## src/rtl/cpc_pkg.sv

```systemverilog
package cpc_pkg;

  // Default operand width. The carry network supports 2..5, so that the
  // column count fits the three weights (1, 2, 4) it resolves.
  localparam int unsigned CPC_W_DEF = 4;

  // Width of a column population count for operand width w.
  function automatic int unsigned cpc_cnt_w(input int unsigned w);
    return $clog2(w + 3);
  endfunction

endpackage

```

## src/rtl/cpc_pp_gen.sv

```systemverilog
module cpc_pp_gen #(
  parameter int unsigned W = cpc_pkg::CPC_W_DEF
) (
  input  logic [W-1:0]   mcand,
  input  logic [W-1:0]   mplier,
  output logic [W*W-1:0] pp_bits
);

  // pp_bits[j*W + i] = mcand[i] & mplier[j]; its column is i + j.
  for (genvar j = 0; j < W; j++) begin : g_row
    for (genvar i = 0; i < W; i++) begin : g_col
      assign pp_bits[j*W + i] = mcand[i] & mplier[j];
    end
  end

  // a zero multiplicand empties the whole array
  always_comb begin
    p_zero_rows_r3: assert (mcand != '0 || pp_bits == '0)
      else $error("partial products present with zero multiplicand");
  end

endmodule

```

## src/rtl/cpc_carry_net.sv

```systemverilog
module cpc_carry_net #(
  parameter int unsigned W = cpc_pkg::CPC_W_DEF
) (
  input  logic [W*W-1:0] pp_bits,
  output logic [2*W-2:0] cy_one,   // carry of column k into column k+1
  output logic [2*W-2:0] cy_two    // carry of column k into column k+2
);

  localparam int unsigned NCOL = 2*W - 1;
  localparam int unsigned CW   = cpc_pkg::cpc_cnt_w(W);

  logic [CW-1:0] base_cnt [NCOL];
  logic [CW-1:0] cand_lo  [NCOL];
  logic [CW-1:0] cand_hi  [NCOL];
  logic [CW-1:0] picked   [NCOL];

  // Local count: the column's own partial products plus the weight-two
  // carry from two columns down. Both candidates are formed before the
  // weight-one carry from the column below arrives; that carry only selects.
  always_comb begin
    cy_one = '0;
    cy_two = '0;
    for (int k = 0; k < int'(NCOL); k++) begin
      base_cnt[k] = '0;
      for (int i = 0; i < int'(W); i++) begin
        if (k - i >= 0 && k - i < int'(W)) begin
          base_cnt[k] = base_cnt[k] + CW'(pp_bits[(k-i)*int'(W) + i]);
        end
      end
      if (k >= 2) begin
        base_cnt[k] = base_cnt[k] + CW'(cy_two[k-2]);
      end
      cand_lo[k] = base_cnt[k];
      cand_hi[k] = base_cnt[k] + CW'(1);
      if (k >= 1) begin
        picked[k] = cy_one[k-1] ? cand_hi[k] : cand_lo[k];
      end else begin
        picked[k] = cand_lo[k];
      end
      cy_one[k] = picked[k][1];
      cy_two[k] = picked[k][2];
    end
  end

  // the two lowest columns hold at most three units, so they never
  // produce a weight-two carry
  always_comb begin
    p_low_cols_r6: assert (cy_two[0] == 1'b0 && cy_two[1] == 1'b0)
      else $error("weight-two carry from a low column");
  end

  // column 0 holds a single partial product and never carries
  always_comb begin
    p_col0_quiet_r2: assert (cy_one[0] == 1'b0)
      else $error("carry out of column 0");
  end

endmodule

```

## src/rtl/cpc_xor_sum.sv

```systemverilog
module cpc_xor_sum #(
  parameter int unsigned W = cpc_pkg::CPC_W_DEF
) (
  input  logic [W*W-1:0] pp_bits,
  input  logic [2*W-2:0] cy_one,
  input  logic [2*W-2:0] cy_two,
  output logic [2*W-1:0] prod_bits
);

  localparam int unsigned NCOL = 2*W - 1;

  always_comb begin
    prod_bits = '0;
    for (int k = 0; k < int'(NCOL); k++) begin
      for (int i = 0; i < int'(W); i++) begin
        if (k - i >= 0 && k - i < int'(W)) begin
          prod_bits[k] = prod_bits[k] ^ pp_bits[(k-i)*int'(W) + i];
        end
      end
      if (k >= 1) prod_bits[k] = prod_bits[k] ^ cy_one[k-1];
      if (k >= 2) prod_bits[k] = prod_bits[k] ^ cy_two[k-2];
    end
    prod_bits[2*W-1] = cy_one[NCOL-1] ^ cy_two[NCOL-2];
  end

  // nothing may spill past the top product bit
  always_comb begin
    p_no_overflow_r8: assert (cy_two[NCOL-1] == 1'b0 &&
                              !(cy_one[NCOL-1] && cy_two[NCOL-2]))
      else $error("carry leaves the top column");
  end

endmodule

```

## src/rtl/cpc_mul4.sv

```systemverilog
module cpc_mul4 #(
  parameter int unsigned W = cpc_pkg::CPC_W_DEF
) (
  input  logic [W-1:0]   a_op,
  input  logic [W-1:0]   b_op,
  output logic [2*W-1:0] prod
);

  localparam int unsigned NPP = W * W;
  localparam int unsigned PW  = 2 * W;

  logic [NPP-1:0]  pp_bits;
  logic [PW-2:0]   cy_one;
  logic [PW-2:0]   cy_two;

  cpc_pp_gen #(.W(W)) u_pp_gen (
    .mcand   (a_op),
    .mplier  (b_op),
    .pp_bits (pp_bits)
  );

  cpc_carry_net #(.W(W)) u_carry_net (
    .pp_bits (pp_bits),
    .cy_one  (cy_one),
    .cy_two  (cy_two)
  );

  cpc_xor_sum #(.W(W)) u_xor_sum (
    .pp_bits   (pp_bits),
    .cy_one    (cy_one),
    .cy_two    (cy_two),
    .prod_bits (prod)
  );

  // the assembled product matches the arithmetic product
  always_comb begin
    p_exact_product_r1: assert (prod == PW'(a_op) * PW'(b_op))
      else $error("product mismatch");
  end

  // lowest product bit is the lone column-0 term
  always_comb begin
    p_lsb_r2: assert (prod[0] == (a_op[0] & b_op[0]))
      else $error("product bit 0 wrong");
  end

endmodule

```

## config.mk

```make
export PLATFORM = sky130hd
export DESIGN_NAME = cpc_mul4
export DESIGN_NICKNAME = d
export VERILOG_FILES = /design/src/rtl/cpc_pkg.sv /design/src/rtl/cpc_pp_gen.sv /design/src/rtl/cpc_carry_net.sv /design/src/rtl/cpc_xor_sum.sv /design/src/rtl/cpc_mul4.sv
export SDC_FILE = /design/constraint.sdc
export NUM_CORES = 1
export LEC_CHECK = 0
export BUFFER_PORTS_ARGS = -buffer_cell sky130_fd_sc_hd__buf_2
export CORE_AREA = 3 3 40 42
export DETAILED_ROUTE_END_ITERATION = 6
export DIE_AREA = 0 0 43 45
export PLACE_DENSITY = 0.89
export SLEW_MARGIN = 10
export SYNTH_ARGS = -nofsm -noshare
export SYNTH_HDL_FRONTEND = slang
export SYNTH_HIERARCHICAL = 1
export SYNTH_SLANG_ARGS = --single-unit
```

## constraint.sdc

```tcl
create_clock -name vclk -period 5.1
set_input_delay 0.255 -clock vclk [all_inputs]
set_output_delay 0.255 -clock vclk [all_outputs]
set_load 0.01 [all_outputs]
```

==> flow_summary.toml, run 1 <==
[run_status]
outcome = "completed"

[die]
die-area_sq_um = 1935
die_h_um = 45
initial_core_util = 0.6378
ios = 16
die_w_um = 43
row_count = 13
core_area_sq_um = 1285

[final_layout]
diodes = 0
regArea_sq_um = 0
seq_cells = 0
n_clock_buffer = 0
final_nets = 136
drive_gt1_frac = 0.2321
area_growth_pct = 9.313
design_area_sq_um = 895.9

[worst_setup_path]
critical_path_class = "primary input to primary output"
cp.arrival_ps = 3860
end_kind = "primary output"
cp.required_ps = 4850
endpoint = "prod[7]"
cp-start-kind = "primary input"
cp-startpoint = "a_op[2]"
crit_fanout = 4

[drt]
routed-via-count = 650
drc = 0
vias_per_cell = 5.118
wl_per_cell_um = 11.22
first_pass_iters = 4
totalWireLength_mm = 1.425
final_antenna_net_count = 0
dr.first_iter.drc_count = 9

[timing]
period_minus_slack_ps = 4117
hold_slack_ps = 831.9
final.setup.tns_ps = 0
min_period_over_period = 0.8073
setup-violations-final = 0
rsz0062_at_grt = "false"
final_hold_viol_count = 0
slew_viol_final = 0
fmax_mhz = 242.9
fin_ws_ps = 982.9

[grt]
grt_max_degree = 6
track_usage = 0.1676
grt_pass1_vias = 654
grt_pass1_wl_mm = 2.615
grt-ovfl-total = 0
antenna_found_initial = 0

[place]
gp_congestion = 0.8097
numPortBuffers = 16
placed_area_sq_um = 895.9
pre_cts_slack_ps = 965.4
hpwlAfterDp_mm = 1.296

[run]
cap_violations = 0

[synthesis]
yosysWarningCount = 6
synth_area_per_cell_sq_um = 8.363
syn_area_sq_um = 819.5
synth_cells = 98

[pwr]
power.total_mw = 0.1176
ir_worst_vdd_v = 0.00006564
leakage_nw = 0.4824
power-per-cell-area_nw_per_um2 = 131.2

[cts]
holdBufCountCts = 0
post_cts_buffers = 0
cts_repair_resize_count = 0

[worst_hold_path]
hp-class = "primary input to primary output"
## metal layers
metal / wire (um) / GRT usage / share of wire / vias to the layer above
li1: - / - / - / 332
met2: 778 / 0.3503 / 0.55 / 12
met1: 609 / 0.1990 / 0.43 / 306
met4: 0 / 0.01205 / 0 / 0
met3: 37 / 0 / 0.026 / 0
met5: 0 / 0 / 0 / -
## how the worst min path moves through the flow
stage | depth (start not counted) | to | start
after global placement | 3 | prod[0] | a_op[0]
after global routing | 3 | prod[0] | a_op[0]
after detailed placement | 3 | prod[0] | a_op[0]
final | 3 | prod[0] | a_op[0]
after CTS | 3 | prod[0] | a_op[0]
after floorplan | 2 | prod[0] | b_op[0]
## worst max-delay path, cell delays in order
cell	delay, ps
buf_2	120
and2_1	190
fa_1	490
ha_1	180
and3_2	190
fa_1	450
ha_1	300
fa_1	370
mux2_4	280
inv_1	60
ha_1	200
nor3b_1	70
o211ai_1	160
nand2_1	70
a31o_1	200
xor2_1	130
buf_2	130
## placed cells by master (no fill, tap or decap)
cell type	instances
a21bo_2	2
a21boi_2	1
a21o_2	1
a21oi_1	1
a31o_1	1
and2_1	16
and2_2	1
and3_2	1
and3b_4	1
buf_2	16
conb_1	3
fa_1	6
ha_1	8
inv_1	17
mux2_4	1
nand2_1	4
nand3_1	3
nand3b_1	1
nor2_1	2
nor2b_1	1
nor3_1	2
nor3b_1	2
o211ai_1	1
o21ai_2	1
o22ai_1	1
xnor2_1	10
xnor2_2	1
xnor3_1	3
xor2_1	4
## final cells by class
| cell class | count | area, sq um |
|---|---|---|
| multi-input cells | 79 | 733.2 |
| fillers | 103 | 389.1 |
| repair buffers | 16 | 80.08 |
| inverters | 17 | 63.81 |
| well taps | 15 | 18.77 |
## report_power, final
group          internal (mW)  leakage [nW]  switching (mW)  total (mW)
sequential                 0             0               0           0
combinational         0.0594         0.482          0.0581       0.118
clock                      0             0               0           0
total                 0.0594         0.482          0.0581       0.118
## through the flow
stage / std cells / util
CTS: 127 / 0.6972
detailed placement: 127 / 0.6972
floorplan: 100 / -
global placement: 127 / 0.6972
global route: 127 / 0.6972
finish: 127 / 0.6972
No activity file was read; power rests on OpenSTA's default activity.
==> run 2: changes to the inputs <==
Settings changed: CORE_AREA 3 3 40 42 to 3 3 42 44, DIE_AREA 0 0 43 45 to 0 0 45 47, PLACE_DENSITY 0.89 to 0.82.
Clock period 5.1 ns to 4.29 ns, I/O delays scaled along.
==> flow_summary.toml, run 2 (same netlist as run 1, synthesis figures left out) <==
[timing]
hold_slack_ps = 751.3
slew_viol_final = 0
final_hold_viol_count = 0
rsz0062_at_grt = "false"
fmax_mhz = 248.9
final.setup.tns_ps = 0
setup-violations-final = 0
period_minus_slack_ps = 4018
min_period_over_period = 0.9365

[final_layout]
n_clock_buffer = 0
design_area_sq_um = 897.1
final_common_cell = "inv_1"
diodes = 0
area_growth_pct = 9.466
final_cell_mix = "17 x inv_1, 16 x buf_2, 16 x and2_1, 10 x xnor2_1, 8 x ha_1"
regArea_sq_um = 0
drive_gt1_frac = 0.2321
fin_util = 0.6097
seq_cells = 0
nFillCells = 137
multi_input_area_sq_um = 733.2
final_nets = 136

[worst_hold_path]
hp-class = "primary input to primary output"
worstHoldPathCells = 3

[worst_setup_path]
critical_path_class = "primary input to primary output"
slowest_delay_ps = 490
cpLargestDelayFamily = "adder cells"
cp.required_ps = 4080
crit_fanout = 4
cp.arrival_ps = 3800
cp-startpoint = "a_op[2]"
end_kind = "primary output"
cp_slowest_cell = "fa_1"
cp-start-kind = "primary input"
crit_buf_inv = 3
crit_chain = "buf_2 > and2_1 > fa_1 > ha_1 > and3_2 > fa_1 > ha_1 > fa_1 > mux2_4 > inv_1 > ha_1 > nor3b_1 > o211ai_1 > nand2_1 > a31o_1 > xor2_1 > buf_2"
endpoint = "prod[7]"
cp.depth = 17

[run]
cap_violations = 0

[grt]
gr-usage-met2 = 0.3079
antenna_found_initial = 0
track_usage = 0.1571
met3_usage = 0
grt_max_degree = 6
use_met1 = 0.2056
grt_pass1_vias = 617
grt_pass1_wl_mm = 2.601
top_usage_layer = "met2"
grt-ovfl-total = 0

[drt]
first_pass_iters = 4
vias_per_cell = 4.938
wl_per_cell_um = 10.91
final_antenna_net_count = 0
drc = 0
routed-via-count = 632
dr.first_iter.drc_count = 2
totalWireLength_mm = 1.396

[die]
die_h_um = 47
die-area_sq_um = 2115
initial_core_util = 0.5570
ios = 16
die_w_um = 45
core_area_sq_um = 1471
row_count = 14

[pwr]
ir_worst_vdd_v = 0.00007397
leakage_nw = 0.4824
power.total_mw = 0.1402
power-per-cell-area_nw_per_um2 = 156.2

[cts]
cts_repair_resize_count = 0
holdBufCountCts = 0
post_cts_buffers = 0

[place]
hpwlAfterDp_mm = 1.265
placed_area_sq_um = 897.1
gp_congestion = 0.7934
numPortBuffers = 16

[run_status]
outcome = "completed"
## run 2: worst min-delay path, cell delays in order
cell	delay, ps
buf_2	100
and2_1	110
buf_2	120
## run 2: worst min-delay path by stage
stage | from | end | slack [ps]
final | b_op[0] | prod[0] | 750
after global placement | b_op[0] | prod[0] | 760
after global routing | b_op[0] | prod[0] | 790
after floorplan | b_op[0] | prod[0] | 630
after CTS | b_op[0] | prod[0] | 760
after detailed placement | b_op[0] | prod[0] | 760
## run 2: final cells by class
class	instances	area share
repair buffers	16	0.08926
multi-input cells	79	0.8173
well taps	16	0.02232
inverters	17	0.07113
## run 2: through the flow
stage | cells | setup WS, ps
6_report | 128 | 272.3
3_3_place_gp | 128 | 336.1
5_1_grt | 128 | 50.88
4_1_cts | 128 | 266.1
2_1_floorplan | 100 | 596.6
3_5_place_dp | 128 | 257.5
## run 2: where the power goes
| group | internal (mW) | total, mW | switching (mW) |
|---|---|---|---|
| registers | 0 | 0 | 0 |
| logic | 0.0707 | 0.140 | 0.0694 |
| clock network | 0 | 0 | 0 |
| total | 0.0707 | 0.140 | 0.0694 |
## run 2: metal layers
layer	vias to the layer above	part of all wire
met5	-	0
li1	329	-
met3	0	0.024
met1	293	0.45
met2	10	0.53
met4	0	0
==> run 3: changes to the inputs <==
==> constraint.sdc (replaced) <==
create_clock -name vclk -period 4.29
set_input_delay 0.858 -clock vclk [all_inputs]
set_output_delay 0.858 -clock vclk [all_outputs]
set_load 0.01 [all_outputs]
==> flow_summary.toml, run 3 (same netlist as run 1, synthesis figures left out) <==
[cts]
holdBufCountCts = 0

[timing]
period_minus_slack_ps = 5144
final.setup.tns_ps = -1931
min_period_over_period = 1.199
fin_ws_ps = -854.3
rsz0062_at_grt = "true"
slew_viol_final = 0
hold_slack_ps = 2036
final_hold_viol_count = 0
setup-violations-final = 3
fmax_mhz = 194.4

[final_layout]
seq_cells = 0
nFillCells = 62
instances_no_fill = 165
area_growth_pct = 62.90
multi_input_area_sq_um = 855.8
regArea_sq_um = 0
final_cell_mix = "37 x buf_4, 11 x and2_1, 10 x buf_2, 9 x inv_1"
final_common_cell = "buf_4"
drive_gt1_frac = 0.5906
diodes = 0
n_clock_buffer = 0
fin_util = 0.9073
final_nets = 173

[place]
pre_cts_slack_ps = -908.1
numPortBuffers = 16
placed_cells = 155
hpwlAfterDp_mm = 1.542
gp_congestion = 0.7642

[drt]
drc = 0
routed-via-count = 824
totalWireLength_mm = 2.325
dr.first_iter.drc_count = 12
vias_per_cell = 4.994
final_antenna_net_count = 0
first_pass_iters = 4
wl_per_cell_um = 14.09

[worst_setup_path]
cpLargestDelayFamily = "adder cells"
crit_fanout = 4
critical_path_class = "primary input to primary output"
cp.required_ps = 3430
crit_chain = "buf_4 > and2_4 > fa_1 > ha_1 > and3_4 > fa_1 > ha_1 > fa_2 > mux2_4 > inv_2 > ha_4 > nor3b_1 > o211ai_1 > nand2_1 > a31o_1 > xor2_2 > buf_2"
cp.arrival_ps = 4290
slowest_delay_ps = 500
cp-start-kind = "primary input"
end_kind = "primary output"
cp_slowest_cell = "fa_1"
crit_buf_inv = 3

[grt]
antenna_found_initial = 0
grt-ovfl-total = 0
grt_max_degree = 5
grt_pass1_wl_mm = 3.684
track_usage = 0.2293
grt_pass1_vias = 868

[worst_hold_path]
hp-class = "primary input to primary output"

[die]
core_area_sq_um = 1471
die-area_sq_um = 2115
row_count = 14
die_w_um = 45
ios = 16
die_h_um = 47
initial_core_util = 0.5570

[pwr]
ir_worst_vdd_v = 0.0001071
leakage_nw = 0.6993
power-per-cell-area_nw_per_um2 = 162.3

[run_status]
outcome = "finished with violations"
violations = "setup timing"

[run]
cap_violations = 0
[run 3: cell count changes in the layout (fill, tap and decap cells not counted), sizes merged]
cell / change
buf: +37
[run 3: final timing paths]
kind	from	end	cells after the start
worst max-delay path	b_op[1]	prod[7]	17
worst min-delay path	b_op[0]	prod[0]	3
[run 3: cell type report]
cell class | instances | area share
timing repair buffer | 53 | 0.2962
tap | 16 | 0.01500
multi-input combinational | 79 | 0.6411
inverter | 17 | 0.04780
[run 3: through the flow]
step / power [mW] / instance area, sq um
after floorplan: 0.1154 / 873.3
after global placement: 0.1663 / 1146
after detailed placement: 0.1737 / 1146
after CTS: 0.2008 / 1292
after global routing: 0.2333 / 1335
final: 0.2166 / 1335
[run 3: power by group]
group	internal (mW)	switching (mW)	total [mW]
Sequential	0	0	0
Clock	0	0	0
Combinational	0.121	0.0956	0.217
[run 3: what timing repair did]
action | CTS | global route
setup endpoints to repair | 4 | 4
buffers inserted | 10 | 0
resized for setup | 21 | 7
pin swaps | 14 | 8
[run 3: layer usage]
layer  vias to the layer above  routed length (um)  GRT usage
met1                       410                 933     0.2744
met3                         0                  40    0.01149
met5                         -                   0          0
met4                         0                   0    0.02924
met2                        10                1352     0.4576
li1                        404                   -          -
